**config.mk**
```make
export PLATFORM = sky130hd
export DESIGN_NAME = uart_loopback_ctl
export DESIGN_NICKNAME = d
export VERILOG_FILES = /design/src/rtl/uart_lb_pkg.sv /design/src/rtl/lb_sync.sv /design/src/rtl/lb_modem_status.sv /design/src/rtl/lb_rx_feed.sv /design/src/rtl/uart_loopback_ctl.sv
export SDC_FILE = /design/constraint.sdc
export NUM_CORES = 1
export LEC_CHECK = 0
export ABC_AREA = 1
export BUFFER_PORTS_ARGS = -buffer_cell sky130_fd_sc_hd__buf_4
export CORE_ASPECT_RATIO = 1.1
export CORE_MARGIN = 2
export CORE_UTILIZATION = 25
export CTS_BUF_LIST = sky130_fd_sc_hd__clkbuf_4 sky130_fd_sc_hd__clkbuf_8
export DETAILED_ROUTE_END_ITERATION = 10
export GPL_TIMING_DRIVEN = 0
export PLACE_DENSITY = 0.46
export SETUP_SLACK_MARGIN = 0.05
export SLEW_MARGIN = 30
export SYNTH_ARGS = -nofsm -noshare
export SYNTH_HDL_FRONTEND = slang
export SYNTH_SLANG_ARGS = --single-unit
```
**constraint.sdc**
```tcl
create_clock -name clk -period 1.65 [get_ports clk]
set_input_delay 0.2475 -clock clk [delete_from_list [all_inputs] [get_ports clk]]
set_output_delay 0.2475 -clock clk [all_outputs]
set_load 0.01 [all_outputs]
```
**src/rtl/uart_lb_pkg.sv**
```systemverilog
package uart_lb_pkg;
  // modem-status bit positions shared by flags, interrupts and pins
  localparam int MS_W   = 4;
  localparam int MS_CTS = 0;
  localparam int MS_DSR = 1;
  localparam int MS_DCD = 2;
  localparam int MS_RI  = 3;

  typedef logic [MS_W-1:0] ms_vec_t;

  function automatic ms_vec_t map_ctrl(input logic out2, input logic out1,
                                       input logic rts, input logic dtr);
    ms_vec_t v;
    v         = '0;
    v[MS_CTS] = rts;
    v[MS_DSR] = dtr;
    v[MS_DCD] = out1;
    v[MS_RI]  = out2;
    return v;
  endfunction
endpackage

```
**src/rtl/lb_sync.sv**
```systemverilog
module lb_sync #(
  parameter int WIDTH  = 4,
  parameter int STAGES = 2
) (
  input  logic             clk,
  input  logic             rst_n,
  input  logic [WIDTH-1:0] d,
  output logic [WIDTH-1:0] q
);
  logic [WIDTH-1:0] chain [STAGES];

  generate
    for (genvar s = 0; s < STAGES; s++) begin : g_stage
      always_ff @(posedge clk or negedge rst_n) begin
        if (!rst_n) chain[s] <= '0;
        else if (s == 0) chain[s] <= d;
        else chain[s] <= chain[(s == 0) ? 0 : s-1];
      end
    end
  endgenerate

  assign q = chain[STAGES-1];
endmodule

```
**src/rtl/lb_modem_status.sv**
```systemverilog
module lb_modem_status
  import uart_lb_pkg::*;
(
  input  logic    clk,
  input  logic    rst_n,
  input  logic    cfg_wr,
  input  logic    lb_en,
  input  ms_vec_t ctrl_map,
  input  ms_vec_t pins_sync,
  output ms_vec_t flags,
  output ms_vec_t irq_set,
  output ms_vec_t irq_clr
);
  logic lb_update;
  assign lb_update = cfg_wr && lb_en;

  always_ff @(posedge clk or negedge rst_n) begin
    if (!rst_n) begin
      flags   <= '0;
      irq_set <= '0;
      irq_clr <= '0;
    end else if (lb_update) begin
      flags   <= ctrl_map;
      irq_set <= ctrl_map;
      irq_clr <= '1;
    end else if (!lb_en) begin
      flags   <= pins_sync;
      irq_set <= flags ^ pins_sync;
      irq_clr <= '0;
    end else begin
      irq_set <= '0;
      irq_clr <= '0;
    end
  end

  // loopback write lands the mapped control bits on the flags
  assert_map_R2: assert property (@(posedge clk) disable iff (!rst_n)
    lb_update |=> flags == $past(ctrl_map));
  // a clear pulse always clears every bit and carries the new flags
  assert_clr_all_R4: assert property (@(posedge clk) disable iff (!rst_n)
    (|irq_clr) |-> (irq_clr == '1) && (irq_set == flags));
  // pin-following mode never raises clear lines
  assert_pin_noclr_R5: assert property (@(posedge clk) disable iff (!rst_n)
    !lb_en |=> irq_clr == '0);
  // flags hold while in loopback without a write
  assert_hold_R2: assert property (@(posedge clk) disable iff (!rst_n)
    (lb_en && !cfg_wr) |=> $stable(flags));
endmodule

```
**src/rtl/lb_rx_feed.sv**
```systemverilog
module lb_rx_feed #(
  parameter int DATA_W  = 8,
  localparam int ENTRY_W = DATA_W + 3,
  localparam int BRK_BIT = ENTRY_W - 1
) (
  input  logic               clk,
  input  logic               rst_n,
  input  logic               lb_en,
  input  logic               tx_push,
  input  logic [DATA_W-1:0]  tx_data,
  input  logic               brk_chg,
  input  logic               brk_level,
  input  logic               ext_valid,
  input  logic [DATA_W-1:0]  ext_data,
  output logic               ext_ready,
  output logic               q_valid,
  output logic [ENTRY_W-1:0] q_data,
  input  logic               q_ready
);
  localparam logic [ENTRY_W-1:0] BRK_WORD = ENTRY_W'(1) << BRK_BIT;

  logic slot_free, brk_push, chr_push, ext_take, load;
  logic [ENTRY_W-1:0] next_word;

  assign slot_free = !q_valid || q_ready;
  assign brk_push  = lb_en && brk_chg && brk_level;
  assign chr_push  = lb_en && tx_push && !brk_push;
  assign ext_take  = !lb_en && ext_valid && slot_free;
  assign ext_ready = lb_en ? 1'b1 : slot_free;
  assign load      = slot_free && (brk_push || chr_push || ext_take);

  always_comb begin
    if (brk_push)      next_word = BRK_WORD;
    else if (chr_push) next_word = {3'b000, tx_data};
    else               next_word = {3'b000, ext_data};
  end

  always_ff @(posedge clk or negedge rst_n) begin
    if (!rst_n) begin
      q_valid <= 1'b0;
      q_data  <= '0;
    end else if (load) begin
      q_valid <= 1'b1;
      q_data  <= next_word;
    end else if (q_ready) begin
      q_valid <= 1'b0;
    end
  end

  // a stalled word stays put
  assert_hold_R11: assert property (@(posedge clk) disable iff (!rst_n)
    (q_valid && !q_ready) |=> q_valid && $stable(q_data));
  // a break word carries no character bits
  assert_brk_clean_R7: assert property (@(posedge clk) disable iff (!rst_n)
    (q_valid && q_data[BRK_BIT]) |-> (q_data[DATA_W-1:0] == '0));
  // in loopback, external data alone never fills the slot
  assert_ext_blocked_R9: assert property (@(posedge clk) disable iff (!rst_n)
    (lb_en && !tx_push && !(brk_chg && brk_level) && slot_free) |=> !q_valid);
  // loopback strobes push nothing when loopback is off
  assert_off_nopush_R10: assert property (@(posedge clk) disable iff (!rst_n)
    (!lb_en && !ext_valid && slot_free) |=> !q_valid);
endmodule

```
**src/rtl/uart_loopback_ctl.sv**
```systemverilog
module uart_loopback_ctl
  import uart_lb_pkg::*;
#(
  parameter int DATA_W      = 8,
  parameter int SYNC_STAGES = 2,
  localparam int ENTRY_W    = DATA_W + 3
) (
  input  logic               clk,
  input  logic               rst_n,
  input  logic               cfg_wr,
  input  logic               cfg_lbk_en,
  input  logic               cfg_out2,
  input  logic               cfg_out1,
  input  logic               cfg_rts,
  input  logic               cfg_dtr,
  input  logic               tx_wr,
  input  logic [DATA_W-1:0]  tx_data,
  input  logic               brk_chg,
  input  logic               brk_level,
  input  logic [MS_W-1:0]    modem_in,
  input  logic               ext_rx_valid,
  input  logic [DATA_W-1:0]  ext_rx_data,
  output logic               ext_rx_ready,
  output logic [MS_W-1:0]    ms_flags,
  output logic [MS_W-1:0]    ms_irq_set,
  output logic [MS_W-1:0]    ms_irq_clr,
  output logic               rxq_valid,
  output logic [ENTRY_W-1:0] rxq_data,
  input  logic               rxq_ready
);
  ms_vec_t pins_sync, ctrl_map;

  assign ctrl_map = map_ctrl(cfg_out2, cfg_out1, cfg_rts, cfg_dtr);

  lb_sync #(.WIDTH(MS_W), .STAGES(SYNC_STAGES)) i_sync (
    .clk(clk), .rst_n(rst_n), .d(modem_in), .q(pins_sync)
  );

  lb_modem_status i_status (
    .clk(clk), .rst_n(rst_n), .cfg_wr(cfg_wr), .lb_en(cfg_lbk_en),
    .ctrl_map(ctrl_map), .pins_sync(pins_sync),
    .flags(ms_flags), .irq_set(ms_irq_set), .irq_clr(ms_irq_clr)
  );

  lb_rx_feed #(.DATA_W(DATA_W)) i_feed (
    .clk(clk), .rst_n(rst_n), .lb_en(cfg_lbk_en),
    .tx_push(tx_wr), .tx_data(tx_data),
    .brk_chg(brk_chg), .brk_level(brk_level),
    .ext_valid(ext_rx_valid), .ext_data(ext_rx_data), .ext_ready(ext_rx_ready),
    .q_valid(rxq_valid), .q_data(rxq_data), .q_ready(rxq_ready)
  );
endmodule

```
==> results.py <==
metrics = {
    "worst_setup_path": {
        "critPathMostFrequentCell": "buf_4",
        "worstPathCellList": "buf_4 > buf_4",
        "crit_cells": 2,
        "cp-start-kind": "flip-flop",
        "end_kind": "output pin",
        "critPathTopFamily": "flip-flops",
        "cp_data_required_time_ns": 1.40,
        "crit_type": "reg2out",
        "critPathBufInv": 2,
        "crit_arrival_ns": 0.96,
        "crit_fanout": 4,
        "worstRegToRegCells": 5,
        "cpMaxStageDelayCell": "dfrtp_1",
        "crit_path_max_incr_delay_ns": 0.42,
    },
    "grt": {
        "grt_pass1_vias": 1005,
        "gr-usage-all-layers_pct": 11.3,
        "grt_pass1_wl_mm": 4.65,
        "antenna_found_initial": 0,
        "grt_max_degree": 28,
        "grt.overflow.total": 0,
    },
    "layout": {
        "final_cell_mix": "59 x buf_4, 58 x nand2_1, 27 x dfrtp_1",
        "diodes": 0,
        "fin_util_pct": 37.3,
        "fillCellCount": 505,
        "drive_gt1_share_pct": 39.4,
        "nets": 222,
        "final_common_cell": "buf_4",
        "fin_area_mm2": 0.00171,
        "syn2layout_area_growth_pct": 45.8,
        "multi_input_area_um2": 423,
        "seqCellArea_um2": 676,
    },
    "power_and_ir_drop": {
        "combPwrFrac_pct": 24.3,
        "power_leakage_uw": 0.000931,
        "clockPowerShare_pct": 24.9,
        "ir_worst_vdd_mv": 0.369,
        "p_int_uw": 1100,
        "switching_share_pct": 28.3,
        "powerDensity_mw_per_mm2": 897,
        "pwr-share-seq_pct": 50.9,
        "p_sw_uw": 434,
    },
    "floorplanning": {
        "die_y_um": 75.9,
        "initial_core_util_pct": 25.6,
        "dieArea_mm2": 0.00526,
        "rows": 26,
        "core_mm2": 0.00459,
        "ios": 58,
        "die_w_um": 69.3,
    },
    "timing": {
        "finalHoldViolations": 0,
        "setup_viol": 0,
        "fin_crit_sh_pct": 72.9,
        "slew_violations": 0,
        "rsz0062_at_grt": "no",
        "max_freq_mhz": 831,
        "setup_tns_ns": 0,
        "layout_min_cycle_time_ns": 1.20,
        "fin_skew_ns": 0.00128,
    },
    "logic_synthesis": {
        "ys_ff_latch": 27,
        "avgSynthCellArea_um2": 9.17,
        "syn_inst": 128,
        "ys_warn_count": 0,
        "synth_area_leaders": "dfrtp_1 58%, nand2_1 19%, nand3_1 6.0%",
        "synth_area_mm2": 0.00117,
        "synth_area_leader_cell": "dfrtp_1",
        "synth_top_area_share_pct": 57.6,
        "synth_cell_types": 16,
        "ys_seq_area_share_pct": 57.6,
    },
    "clock_tree": {
        "clock_tree.buffer_depth": 2,
        "cts.clk_slew.worst_paths_ns": 0.10,
        "cts_buffers": 3,
        "cts_sinks": 27,
        "clock_latency_ns": 0.27,
        "cts.repair.resized": 0,
        "cts-root-buf": "clkbuf_8",
        "cts_tree": "done",
        "ctsHtreeMaxLevel": 1,
    },
    "run_status": {
        "status": "finished, final reports clean",
    },
    "route": {
        "avgRoutedWirePerCell_um": 11.5,
        "drtIter0Drc": 24,
        "drc": 0,
        "ant_nets": 0,
        "via_count": 1028,
        "routed_via_density": 4.21,
        "wirelength_mm": 2.81,
        "first_pass_iters": 4,
    },
    "placement": {
        "dp_hpwl_mm": 2.18,
        "portBuffers": 54,
        "placed_area_mm2": 0.00165,
        "gp_congestion": 0.779,
    },
    "min_path": {
        "holdPathStages": 1,
        "hold_path_class": "in2reg",
    },
    "run": {
        "maxCapViolCount": 0,
    },
}
logic make-up after synthesis:
group / count (synthesis) / synth area share (%)
flip-flops: 27 / 57.6
AO/OA/AOI/OAI: 4 / 1.71
other: 1 / 0.320
XOR/XNOR: 4 / 2.98
buffers and inverters: 12 / 6.72
AND/OR/NAND/NOR: 80 / 30.7
flip-flops by register name (all words and copies together) (netlist names):
register / flops
i_feed.q_data: 9
i_status.flags: 4
i_status.irq_set: 4
i_sync.chain: 4
i_sync.q: 4
i_feed.q_valid: 1
i_status.irq_clr: 1
power by group through the flow:
stage | registers, uW | logic [uW] | clock network (uW)
floorplan | 819 | 134 | 0
global placement | 792 | 374 | 0
detailed placement | 793 | 378 | 0
CTS | 783 | 381 | 403
global route | 792 | 414 | 434
finish | 781 | 373 | 382
layer usage:
layer	global-route usage (%)	wire length, um
met5	0	0
met4	5.23	19
met3	2.65	150
met2	20.2	1500
met1	13.1	1140
layout make-up:
cell class	instances	share of cell area [%]
multi-input cells	90	24.7
repair buffers	55	24.3
plain buffers	7	3.51
inverters	5	1.10
clock buffers	3	2.41
well taps	56	4.09
flip-flops and latches	27	39.5
clock inverters	1	0.439
cell usage after synthesis (all sizes together):
master	n
conb	1
buf	7
inv	5
nor2	1
nand2	62
dfrtp	27
nand4	1
xnor2	4
o21ai	4
nand3	16
worst reg2reg max path, delay by kind of cell, from the launching register on:
| family | cells | cell delay (ns) |
|---|---|---|
| buffers and inverters | 1 | 0.14 |
| flip-flops | 1 | 0.40 |
| AND/OR/NAND/NOR | 4 | 0.42 |
stage by stage:
stage          setup WS, ns  hold slack (ns)  power, uW  cells
2_1_floorplan         0.709          -0.0481        953    129
3_3_place_gp          0.586            0.182       1170    239
3_5_place_dp          0.577            0.189       1170    239
4_1_cts               0.421           0.0622       1570    244
5_1_grt               0.384           0.0564       1640    244
6_report              0.447           0.0745       1540    244
final timing paths:
check | endpoint | from | slack (ns)
worst max-delay path | ms_irq_clr[2] | i_status.irq_clr[2] | 0.45
worst min-delay path | i_sync.chain[7] | modem_in[3] | 0.07
worst max register to register | i_feed.q_data[2] | i_feed.q_valid | 0.63
worst min register to register | i_sync.q[0] | i_sync.chain[4] | 0.36
max in group asynchronous | i_status.irq_clr[2] | rst_n | 0.98
min in group asynchronous | i_sync.chain[5] | rst_n | 0.41
timing repair:
item / 4_1_cts / 5_1_grt
endpoints found under the hold margin: 27 / 0
setup buffers: 0 / 0
hold buffers: 1 / 0
No activity file was read; power rests on OpenSTA's default activity.
